[src/rtl/i2cdp_pkg.sv]
package i2cdp_pkg;
  parameter int unsigned BYTE_W_DEF = 8;

  typedef enum logic {
    DIR_RX = 1'b0,
    DIR_TX = 1'b1
  } dir_e;
endpackage

[src/rtl/i2cdp_bitcnt.sv]
module i2cdp_bitcnt #(
  parameter int unsigned W = 8
) (
  input  logic clk,
  input  logic rst_n,
  input  logic step,
  output logic at_last
);
  localparam int unsigned CW = (W > 1) ? $clog2(W) : 1;
  localparam logic [CW-1:0] LAST = CW'(W - 1);

  logic [CW-1:0] cnt_q, cnt_n;

  assign at_last = (cnt_q == LAST);

  always_comb begin
    cnt_n = cnt_q;
    if (step) begin
      cnt_n = at_last ? '0 : cnt_q + CW'(1);
    end
  end

  always_ff @(posedge clk or negedge rst_n) begin
    if (!rst_n) cnt_q <= '0;
    else        cnt_q <= cnt_n;
  end
endmodule

[src/rtl/i2cdp_tx.sv]
module i2cdp_tx #(
  parameter int unsigned W = 8
) (
  input  logic         clk,
  input  logic         rst_n,
  input  logic         en,
  input  logic         stretch_en,
  input  logic         wr,
  input  logic [W-1:0] wdata,
  input  logic         strobe,
  input  logic         clr_udr,
  output logic         dr_empty,
  output logic         btf,
  output logic         bit_out,
  output logic         udr
);
  logic [W-1:0] dr_q, dr_n, sr_q, sr_n;
  logic dr_full_q, dr_full_n;
  logic busy_q, busy_n;
  logic btf_q, btf_n;
  logic udr_q, udr_n;
  logic wr_ok, step, last;

  assign wr_ok = en & wr;
  assign step  = en & strobe & busy_q;

  i2cdp_bitcnt #(.W(W)) u_cnt (
    .clk(clk), .rst_n(rst_n), .step(step), .at_last(last)
  );

  always_comb begin
    dr_n      = wr_ok ? wdata : dr_q;
    sr_n      = sr_q;
    dr_full_n = dr_full_q;
    busy_n    = busy_q;
    btf_n     = btf_q;
    udr_n     = clr_udr ? 1'b0 : udr_q;
    if (step) begin
      sr_n = {sr_q[W-2:0], 1'b0};
      if (last) begin
        if (dr_full_q) begin
          sr_n      = dr_q;
          dr_full_n = wr_ok;
        end else if (wr_ok) begin
          sr_n = wdata;
        end else if (stretch_en) begin
          busy_n = 1'b0;
          btf_n  = 1'b1;
        end else begin
          sr_n  = dr_q;
          udr_n = 1'b1;
        end
      end else if (wr_ok) begin
        dr_full_n = 1'b1;
      end
    end else if (en && !busy_q && dr_full_q) begin
      sr_n      = dr_q;
      busy_n    = 1'b1;
      dr_full_n = wr_ok;
      btf_n     = 1'b0;
    end else if (wr_ok) begin
      dr_full_n = 1'b1;
      btf_n     = 1'b0;
    end
  end

  always_ff @(posedge clk or negedge rst_n) begin
    if (!rst_n) begin
      dr_q      <= '0;
      sr_q      <= '0;
      dr_full_q <= 1'b0;
      busy_q    <= 1'b0;
      btf_q     <= 1'b0;
      udr_q     <= 1'b0;
    end else begin
      dr_q      <= dr_n;
      sr_q      <= sr_n;
      dr_full_q <= dr_full_n;
      busy_q    <= busy_n;
      btf_q     <= btf_n;
      udr_q     <= udr_n;
    end
  end

  assign dr_empty = ~dr_full_q;
  assign btf      = btf_q;
  assign bit_out  = sr_q[W-1];
  assign udr      = udr_q;
endmodule

[src/rtl/i2cdp_rx.sv]
module i2cdp_rx #(
  parameter int unsigned W = 8
) (
  input  logic         clk,
  input  logic         rst_n,
  input  logic         en,
  input  logic         stretch_en,
  input  logic         rd,
  input  logic         strobe,
  input  logic         bit_in,
  input  logic         clr_ovr,
  output logic         dr_full,
  output logic [W-1:0] rdata,
  output logic         btf,
  output logic         ovr
);
  logic [W-1:0] dr_q, dr_n, shf_q, shf_n, byte_in;
  logic dr_full_q, dr_full_n;
  logic sr_full_q, sr_full_n;
  logic btf_q, btf_n;
  logic ovr_q, ovr_n;
  logic rd_ok, step, last;

  assign rd_ok   = en & rd & dr_full_q;
  assign step    = en & strobe & ~btf_q;
  assign byte_in = {shf_q[W-2:0], bit_in};

  i2cdp_bitcnt #(.W(W)) u_cnt (
    .clk(clk), .rst_n(rst_n), .step(step), .at_last(last)
  );

  always_comb begin
    dr_n      = dr_q;
    shf_n     = shf_q;
    dr_full_n = dr_full_q;
    sr_full_n = sr_full_q;
    btf_n     = btf_q;
    ovr_n     = clr_ovr ? 1'b0 : ovr_q;
    if (rd_ok) begin
      if (sr_full_q) begin
        dr_n      = shf_q;
        sr_full_n = 1'b0;
        btf_n     = 1'b0;
      end else begin
        dr_full_n = 1'b0;
      end
    end
    if (step) begin
      if (!sr_full_q) begin
        shf_n = byte_in;
        if (last) begin
          if (!dr_full_q || rd_ok) begin
            dr_n      = byte_in;
            dr_full_n = 1'b1;
          end else begin
            sr_full_n = 1'b1;
            btf_n     = stretch_en;
          end
        end
      end else if (last) begin
        ovr_n = 1'b1;
      end
    end
  end

  always_ff @(posedge clk or negedge rst_n) begin
    if (!rst_n) begin
      dr_q      <= '0;
      shf_q     <= '0;
      dr_full_q <= 1'b0;
      sr_full_q <= 1'b0;
      btf_q     <= 1'b0;
      ovr_q     <= 1'b0;
    end else begin
      dr_q      <= dr_n;
      shf_q     <= shf_n;
      dr_full_q <= dr_full_n;
      sr_full_q <= sr_full_n;
      btf_q     <= btf_n;
      ovr_q     <= ovr_n;
    end
  end

  assign dr_full = dr_full_q;
  assign rdata   = dr_q;
  assign btf     = btf_q;
  assign ovr     = ovr_q;
endmodule

[src/rtl/i2c_dbuf_path.sv]
module i2c_dbuf_path
  import i2cdp_pkg::*;
#(
  parameter int unsigned W = BYTE_W_DEF
) (
  input  logic         clk,
  input  logic         rst_n,
  input  logic         tx_mode,
  input  logic         stretch_en,
  input  logic         sw_wr,
  input  logic [W-1:0] sw_wdata,
  input  logic         sw_rd,
  output logic [W-1:0] sw_rdata,
  input  logic         bit_strobe,
  input  logic         bit_in,
  output logic         bit_out,
  input  logic         clr_ovr,
  input  logic         clr_udr,
  output logic         txe,
  output logic         rxne,
  output logic         btf,
  output logic         scl_hold,
  output logic         ovr_flag,
  output logic         udr_flag
);
  dir_e dir;
  logic tx_en, rx_en;
  logic tx_empty, tx_btf, rx_full, rx_btf;
  logic hold_q, hold_n;

  assign dir   = dir_e'(tx_mode);
  assign tx_en = (dir == DIR_TX);
  assign rx_en = (dir == DIR_RX);

  i2cdp_tx #(.W(W)) u_tx (
    .clk(clk), .rst_n(rst_n), .en(tx_en), .stretch_en(stretch_en),
    .wr(sw_wr), .wdata(sw_wdata), .strobe(bit_strobe), .clr_udr(clr_udr),
    .dr_empty(tx_empty), .btf(tx_btf), .bit_out(bit_out), .udr(udr_flag)
  );

  i2cdp_rx #(.W(W)) u_rx (
    .clk(clk), .rst_n(rst_n), .en(rx_en), .stretch_en(stretch_en),
    .rd(sw_rd), .strobe(bit_strobe), .bit_in(bit_in), .clr_ovr(clr_ovr),
    .dr_full(rx_full), .rdata(sw_rdata), .btf(rx_btf), .ovr(ovr_flag)
  );

  assign txe  = tx_en & tx_empty;
  assign rxne = rx_en & rx_full;
  assign btf  = tx_en ? tx_btf : rx_btf;

  always_comb hold_n = btf;

  always_ff @(posedge clk or negedge rst_n) begin
    if (!rst_n) hold_q <= 1'b0;
    else        hold_q <= hold_n;
  end

  assign scl_hold = hold_q;
endmodule

[config.mk]
export PLATFORM = sky130hd
export DESIGN_NAME = i2c_dbuf_path
export DESIGN_NICKNAME = d
export VERILOG_FILES = /design/src/rtl/i2cdp_pkg.sv /design/src/rtl/i2cdp_bitcnt.sv /design/src/rtl/i2cdp_tx.sv /design/src/rtl/i2cdp_rx.sv /design/src/rtl/i2c_dbuf_path.sv
export SDC_FILE = /design/constraint.sdc
export NUM_CORES = 1
export LEC_CHECK = 0
export BUFFER_PORTS_ARGS = -buffer_cell sky130_fd_sc_hd__buf_2
export CELL_PAD_IN_SITES_DETAIL_PLACEMENT = 1
export CELL_PAD_IN_SITES_GLOBAL_PLACEMENT = 1
export CORE_ASPECT_RATIO = 1.5
export CORE_UTILIZATION = 44
export DETAILED_ROUTE_END_ITERATION = 12
export PLACE_DENSITY = 0.85
export SLEW_MARGIN = 20
export SYNTH_ARGS = -nofsm -noshare
export SYNTH_HDL_FRONTEND = slang
export SYNTH_SLANG_ARGS = --single-unit
[constraint.sdc]
create_clock -name clk -period 2.3 [get_ports clk]
set_clock_uncertainty 0.05 [all_clocks]
set_input_delay 0.115 -clock clk [delete_from_list [all_inputs] [get_ports clk]]
set_output_delay 0.115 -clock clk [all_outputs]
set_load 0.02 [all_outputs]
# Word level (Yosys, flattened, before mapping)
# Cells that the tools add are included.
# totals
reg_bits	47
inputBits	18
output_inout_bits	15
wordCells	106
# classes
add_sub_neg	2
n_eq_ne	6
muxes	60
bitwise_logic	13
reduce_logical	10
# op_table
operator	n
$mux 8	12
$mux 1	46
$reduce_and 5->1	2
$and 1x1->1	9
$ne 2x2->1 const B	4
$add 3x1->3 const B	2
$eq 3x3->1 const B	2
$mux 3	2
$not 1->1	4
$reduce_bool 3->1	1
$logic_and 1x1->1	2
$logic_not 1->1	2
$reduce_and 2->1	1
$reduce_bool 2->1	1
$logic_or 1x1->1	1

# Longest topological paths before layout
# Gate-level depths: netlist (run 1).
# logic_depth
ltp_word	8
mapped_depth	7
mapped_depth_nobuf	6

# Cells and area by module
# A second synthesis (run 1) with hierarchy kept.
# unflattened
cells_unflattened	233
area_unflattened_um2	2533.7
# by_module_without_submodules
mod	instances	cells_per_inst	area_each_um2	seq_area_each_um2
i2cdp_tx	1	146	1278.7	500.5
i2cdp_rx	1	60	909.6	500.5
i2cdp_bitcnt	2	11	142.6	75.1
i2c_dbuf_path	1	5	60.1	25.0

# Worst setup path after synthesis (run 1)
# No wires, ideal clock.
# synth_path
path_kind	register to register
startpoint	reg u_rx.btf_q, in the netlist u_rx.btf
endpoint	reg u_rx.dr_q[5], in the netlist u_rx.rdata[5]
setup_ps	126
arrival_time_ps	1562
t_required_ps	2124
setup_slack_ps	562
path_stages_with_launch	6
n_path_buf	2
period_less_slack_ps	1738
cell_sequence	dfrtp_1 or3b_1 clkbuf_2 a2111oi_4 buf_6 o21ai_0
# synth_between
elab_chain_len	3
# synth_rtl
element	line_no	text
from (decl)	i2cdp_rx.sv:20	logic btf_q, btf_n;
from (signal assigned)	i2cdp_rx.sv:79	btf_q <= btf_n;
$not 1->1	i2cdp_rx.sv:25	assign step = en & strobe & ~btf_q;
$and 1x1->1	i2cdp_rx.sv:25	
$mux 8	i2cdp_rx.sv:48	if (step) begin
via u_rx.dr_n[5]	i2cdp_rx.sv:17	logic [W-1:0] dr_q, dr_n, shf_q, shf_n, byte_in;
to (signal assigned)	i2cdp_rx.sv:75	dr_q <= dr_n;
to (decl)	i2cdp_rx.sv:17	
# The timed path passes the listed nets, and every way through them passes these cells.
# A chain may end at the register's enable or synchronous reset.

# Worst setup path in the final report (run 1)
# layout_path
startpoint	reg u_rx.btf_q, in the netlist u_rx.btf
endpoint	reg u_rx.shf_q[5]
# layout_between
elab_chain_len	3
# layout_rtl
element	line_no	text
$not 1->1	i2cdp_rx.sv:25	
$and 1x1->1	i2cdp_rx.sv:25	
$reduce_and 2->1 (no source line)	-	
to (signal assigned)	i2cdp_rx.sv:76	shf_q <= shf_n;
to (decl)	i2cdp_rx.sv:17	
# No other way between the ends.

==> impl_metrics.yaml, run 1 <==
cells_and_area:
  fin_nets: 317
  final_common_cell: "dfrtp_1"
  final_util: 0.547
  ff_latch_area_sq_mm: 0.00118
  multiInputGateArea_sq_mm: 0.00115
  layout_common_cells: "dfrtp_1, nand2_1, buf_2"
  antenna_cells: 0
  drive_gt1_frac: 0.214
  area_delta_synth_final_pct: 17.6
  fin_cells: 362
  num-fill-cells: 639
yosys:
  synth_cells: 252
  ys_async_sr_fraction: 1.00
  synth.distinct_cells: 35
  synth-seq-area-share: 0.486
  synth.top_cells.by_area: "dfrtp_1, mux2_2, nand2_1"
  synth_edf_count: 0
  synth_fp_nets: 274
  synth_ff_type: "dfrtp_1"
  yosysWarnings: 0
  synth_area_sq_mm: 0.00242
  synth_top_area_frac: 0.486
  yosys_register_bits: 47
  synth_top_area_cell: "dfrtp_1"
  syn_area_per_cell_sq_um: 9.60
global_routing:
  gr-usage-all-layers: 0.251
  grt_pass1_wl_microns: 11200
  antenna_found_initial: 0
  grt_start_max_net_pins: 27
  grt_pass1_vias: 2225
  grt_remaining_overflow: 0
floorplan:
  dieArea_sq_mm: 0.00581
  die_y_microns: 92.8
  coreArea_sq_mm: 0.00520
  rows: 32
  start_util: 0.465
  io_pins: 33
  die_w_microns: 62.6
setup_path:
  worstSetupStartpointType: "flip-flop"
  worstPathArrival_ns: 2.01
  r2r_cells: 3
  setup.worst_path.class: "reg -> reg"
  cp_max_fo: 8
  required_ns: 2.43
  endpoint_kind: "flip-flop"
sta:
  slew_viol_final: 0
  relSlewSlack: 0.594
  finalSetupViolations: 0
  fmax_ghz: 0.532
  setup-tns-final_ns: 0
  hold_viol_final: 0
  period_needed_ns: 1.88
  tightest_slew_ns: 0.608
  finalCritPeriodShare: 0.818
  rsz0062_at_grt: "false"
pwr:
  fin_total_pwr_uw: 2530
  internal-power_uw: 1640
  pwr-share-seq: 0.510
  power_frac_comb: 0.304
  p_per_area_mw_per_mm2: 888
  netSwitchingFraction: 0.350
  power.leakage_uw: 0.00134
  peakVddDrop_mv: 0.517
  p_clk_frac: 0.186
  p_sw_uw: 884
cts:
  clockBufferDepth: 2
  cts_sinks: 47
  cts_buffers: 5
  holdBufCountCts: 10
  clock-root-buffer: "clkbuf_8"
  cts_setup_buffers: 0
  cts_resized: 0
  h-tree-depth: 2
  path_clk_slew_ns: 0.09
  clk_latency_ns: 0.30
  cts_tree: "built"
job:
  drv_cap: 0
routing:
  first_pass_iters: 4
  routed_via_density: 5.75
  antenna_left: 0
  drt_iter0_drc: 153
  wl_per_cell_microns: 18.2
  routed_wl_microns: 6580
  route.detailed.drc: 0
  vias: 2082
place:
  post-dp-hpwl_microns: 4530
  gp_congestion: 0.774
  io_buffers: 32
  place_inst: 346
min_path:
  hold_path_class: "in -> reg"
  hold_depth: 3
status:
  outcome: "finished clean"
## state kept, by name, summed over array words and instances (netlist names), named ones only
name              flops
u_rx.dr_full          1
u_rx.ovr              1
u_tx.btf              1
u_tx.u_cnt.cnt_q      3
u_rx.btf              1
u_tx.dr_q             8
u_rx.u_cnt.cnt_q      3
scl_hold              1
u_rx.shf_q            8
u_rx.rdata            8
u_tx.busy_q           1
u_tx.udr              1
u_tx.sr_q             8
u_tx.dr_full_q        1
## per-layer routing
metal / vias to the layer above / track usage / share of wire
met3: 9 / 0.0259 / 0.024
met5: - / 0 / 0
met2: 45 / 0.470 / 0.55
li1: 969 / - / -
met4: 0 / 0.0950 / 0.016
met1: 1059 / 0.288 / 0.41
## metrics by stage
stage | worst slack [ns] | instance area, sq um | hold slack [ns]
floorplan | 0.562 | 2420 | -0.231
global placement | 0.526 | 2670 | 0.109
detailed placement | 0.433 | 2670 | 0.100
CTS | 0.425 | 2850 | 0.00479
global route | 0.329 | 2850 | 0.0106
finish | 0.419 | 2850 | 0.0148
## logic make-up (layout without fill, tap and decap cells)
logic type,count (synthesis),in the layout,synth area share
AOI/OAI and AO/OA,54,54,0.148
adders and majority gates,4,4,0.0207
buffers and inverters,21,63,0.0367
DFF,47,47,0.486
muxes,23,23,0.102
and+or+nand+nor,103,103,0.206
## layout make-up
type / instances / share of cell area
sequential: 47 / 0.413
multi-input combinational: 184 / 0.406
timing repair buffer: 53 / 0.120
tap: 68 / 0.0299
clock buffer: 6 / 0.0255
inverter: 4 / 0.00527
## path summary, 6_finish.rpt
check                                             to               start  slack (ns)
max                        u_rx.shf_q[5]$_DFFE_PN0P_  u_rx.btf$_DFF_PN0_        0.42
min                         u_tx.dr_q[1]$_DFFE_PN0P_         sw_wdata[1]        0.01
max reg2reg                u_rx.shf_q[5]$_DFFE_PN0P_  u_rx.btf$_DFF_PN0_        0.42
min reg2reg                       u_tx.udr$_DFF_PN0_  u_tx.udr$_DFF_PN0_        0.44
max in group asynchronous  u_rx.shf_q[6]$_DFFE_PN0P_               rst_n        1.27
min in group asynchronous   u_tx.dr_q[7]$_DFFE_PN0P_               rst_n        0.30
## Yosys cell counts (2+ instances only)
cell type and number:
inv_1 4, nor2_1 25, a21oi_1 9, nand2_1 38, nand4_1 2, nand3b_1 8, o32ai_1 7, clkbuf_1 13
a21o_1 2, ha_1 4, nor2b_1 8, nand2b_1 9, o21ai_0 14, nor3b_1 2, mux2_2 13, mux2i_1 10
nand3_1 3, o41ai_1 2, a31oi_1 9, or3_1 2, o22ai_1 8, dfrtp_1 47
## power groups by stage
stage / clock network [uW] / logic (uW) / registers [uW]
floorplan: 0 / 439 / 1320
global route: 514 / 847 / 1320
CTS: 485 / 782 / 1280
global placement: 0 / 702 / 1280
finish: 470 / 769 / 1290
detailed placement: 0 / 766 / 1300
## critical path, cell delays in order (launching register included)
cell	delay, ns
dfrtp_1	0.41
or3b_1	0.51
nor2_2	0.39
mux2_2	0.39
(Power assumes the default switching activity.)
==> run 2: changes to the inputs <==
Clock period 2.3 ns to 1.8 ns, I/O delays scaled along.
==> impl_metrics.yaml, run 2 (synthesized netlist as in run 1, its figures left out) <==
cells_and_area:
  fin_nets: 328
  antenna_cells: 0
  drive_gt1_frac: 0.244
  area_delta_synth_final_pct: 23.4
  layout_common_cells: "dfrtp_1, nand2_1, buf_2"
  final_common_cell: "dfrtp_1"
cts:
  cts_sinks: 47
  clockBufferDepth: 2
  cts_buffers: 5
  cts_tree: "built"
  clk_latency_ns: 0.30
  h-tree-depth: 2
  path_clk_slew_ns: 0.09
  clock-root-buffer: "clkbuf_8"
floorplan:
  io_pins: 33
  rows: 32
  die_w_microns: 62.6
  coreArea_sq_mm: 0.00520
  start_util: 0.465
  die_y_microns: 92.8
  dieArea_sq_mm: 0.00581
setup_path:
  r2r_cells: 4
  path_buf_inv: 1
  setup.worst_path.class: "reg -> reg"
  reg2reg_from: "u_rx.btf$_DFF_PN0_"
  slowest_stage: "or3b_4"
  critPathMaxStageDelay_ns: 0.42
  required_ns: 1.94
  endpoint_kind: "flip-flop"
  worstPathCellList: "or3b_4, a2111oi_4, buf_6, o21ai_0"
  r2r_slack_ns: 0.14
  setup.worst_path.start: "u_rx.btf$_DFF_PN0_"
  path_delay_family: "compound AO/OA/AOI/OAI gates"
  worstSetupStartpointType: "flip-flop"
  crit_end: "u_rx.rdata[6]$_DFF_PN0_"
  worstReg2RegEnd: "u_rx.rdata[6]$_DFF_PN0_"
  cp_max_fo: 16
  worst-path-stages: 4
  worstPathArrival_ns: 1.79
routing:
  routed.top_layer: "met4"
  met1_length_microns: 2710
  antenna_left: 0
  wl_per_cell_microns: 17.4
  met3_length_microns: 120
  routed_wl_microns: 6540
  vias: 2087
  route.detailed.drc: 0
  routed_via_density: 5.57
  wl_met2_microns: 3610
  drt_iter0_drc: 102
  first_pass_iters: 4
sta:
  period_needed_ns: 1.66
  setup-tns-final_ns: 0
  relSlewSlack: 0.594
  tightest_slew_ns: 0.607
  finalSetupViolations: 0
  slew_viol_final: 0
  rsz0062_at_grt: "false"
  fmax_ghz: 0.604
  hold_viol_final: 0
  finalCritPeriodShare: 0.921
place:
  post-dp-hpwl_microns: 4340
  io_buffers: 32
  gp_congestion: 0.797
global_routing:
  grt_start_max_net_pins: 20
  gr-usage-all-layers: 0.250
  grt_pass1_wl_microns: 11200
  antenna_found_initial: 0
  grt_remaining_overflow: 0
  grt_pass1_vias: 2288
job:
  drv_cap: 0
pwr:
  peakVddDrop_mv: 0.720
  p_per_area_mw_per_mm2: 1160
  power.leakage_uw: 0.00141
  fin_total_pwr_uw: 3460
min_path:
  hold_path_class: "in -> reg"
status:
  outcome: "finished clean"
-- run 2: what timing repair did --
action / 4_1_cts / 5_1_grt
setup buffers: 0 / 0
resized for setup: 0 / 2
hold buffers: 13 / 0
hold endpoints to repair: 30 / 0
setup endpoints to repair: 0 / 9
-- run 2: layout make-up --
| class | count | area, sq um |
|---|---|---|
| Sequential cell | 47 | 1180 |
| Multi-Input combinational cell | 184 | 1160 |
| Inverter | 4 | 15.0 |
| Timing Repair Buffer | 64 | 437 |
| Clock inverter | 3 | 47.5 |
| Tap cell | 68 | 85.1 |
| Clock buffer | 5 | 68.8 |
| Fill cell | 604 | 2220 |
-- run 2: metal layers --
layer,vias up,GRT usage
li1,993,-
met1,1052,0.280
met2,34,0.474
met3,8,0.0394
met4,0,0.0814
met5,-,0
-- run 2: where the power goes --
| group | internal, uW | leakage, uW | switching [uW] |
|---|---|---|---|
| Combinational | 489 | 0.000781 | 520 |
| Clock | 421 | 0.0000587 | 391 |
| Sequential | 1380 | 0.000574 | 265 |
| Total | 2290 | 0.00141 | 1180 |
-- run 2: worst min path at each step --
stage,from,endpoint,depth (start not counted)
floorplan,rst_n,async pin,0
global placement,rst_n,u_tx.udr$_DFF_PN0_,1
detailed placement,rst_n,u_tx.udr$_DFF_PN0_,1
CTS,stretch_en,u_rx.btf$_DFF_PN0_,3
global route,tx_mode,u_rx.u_cnt.cnt_q[1]$_DFFE_PN0N_,3
finish,tx_mode,u_rx.u_cnt.cnt_q[1]$_DFFE_PN0N_,3
-- run 2: worst register-to-register path, delay by kind of cell (launching register included) --
family	cells	cell delay, ns
buffers and inverters	1	0.21
AOI/OAI and AO/OA	2	0.47
DFF	1	0.40
and+or+nand+nor	1	0.42
-- run 2: per-stage QoR --
step                hold WS, ns  worst slack [ns]  cells   util  area (sq um)
CTS                       0.199            0.0454    375  0.573          2980
finish                    0.171             0.143    375  0.574          2990
floorplan                -0.256            0.0621    252      -          2420
detailed placement       0.0106            0.0686    354  0.525          2730
global placement         0.0163             0.152    354  0.525          2730
global route              0.173            0.0124    375  0.574          2990
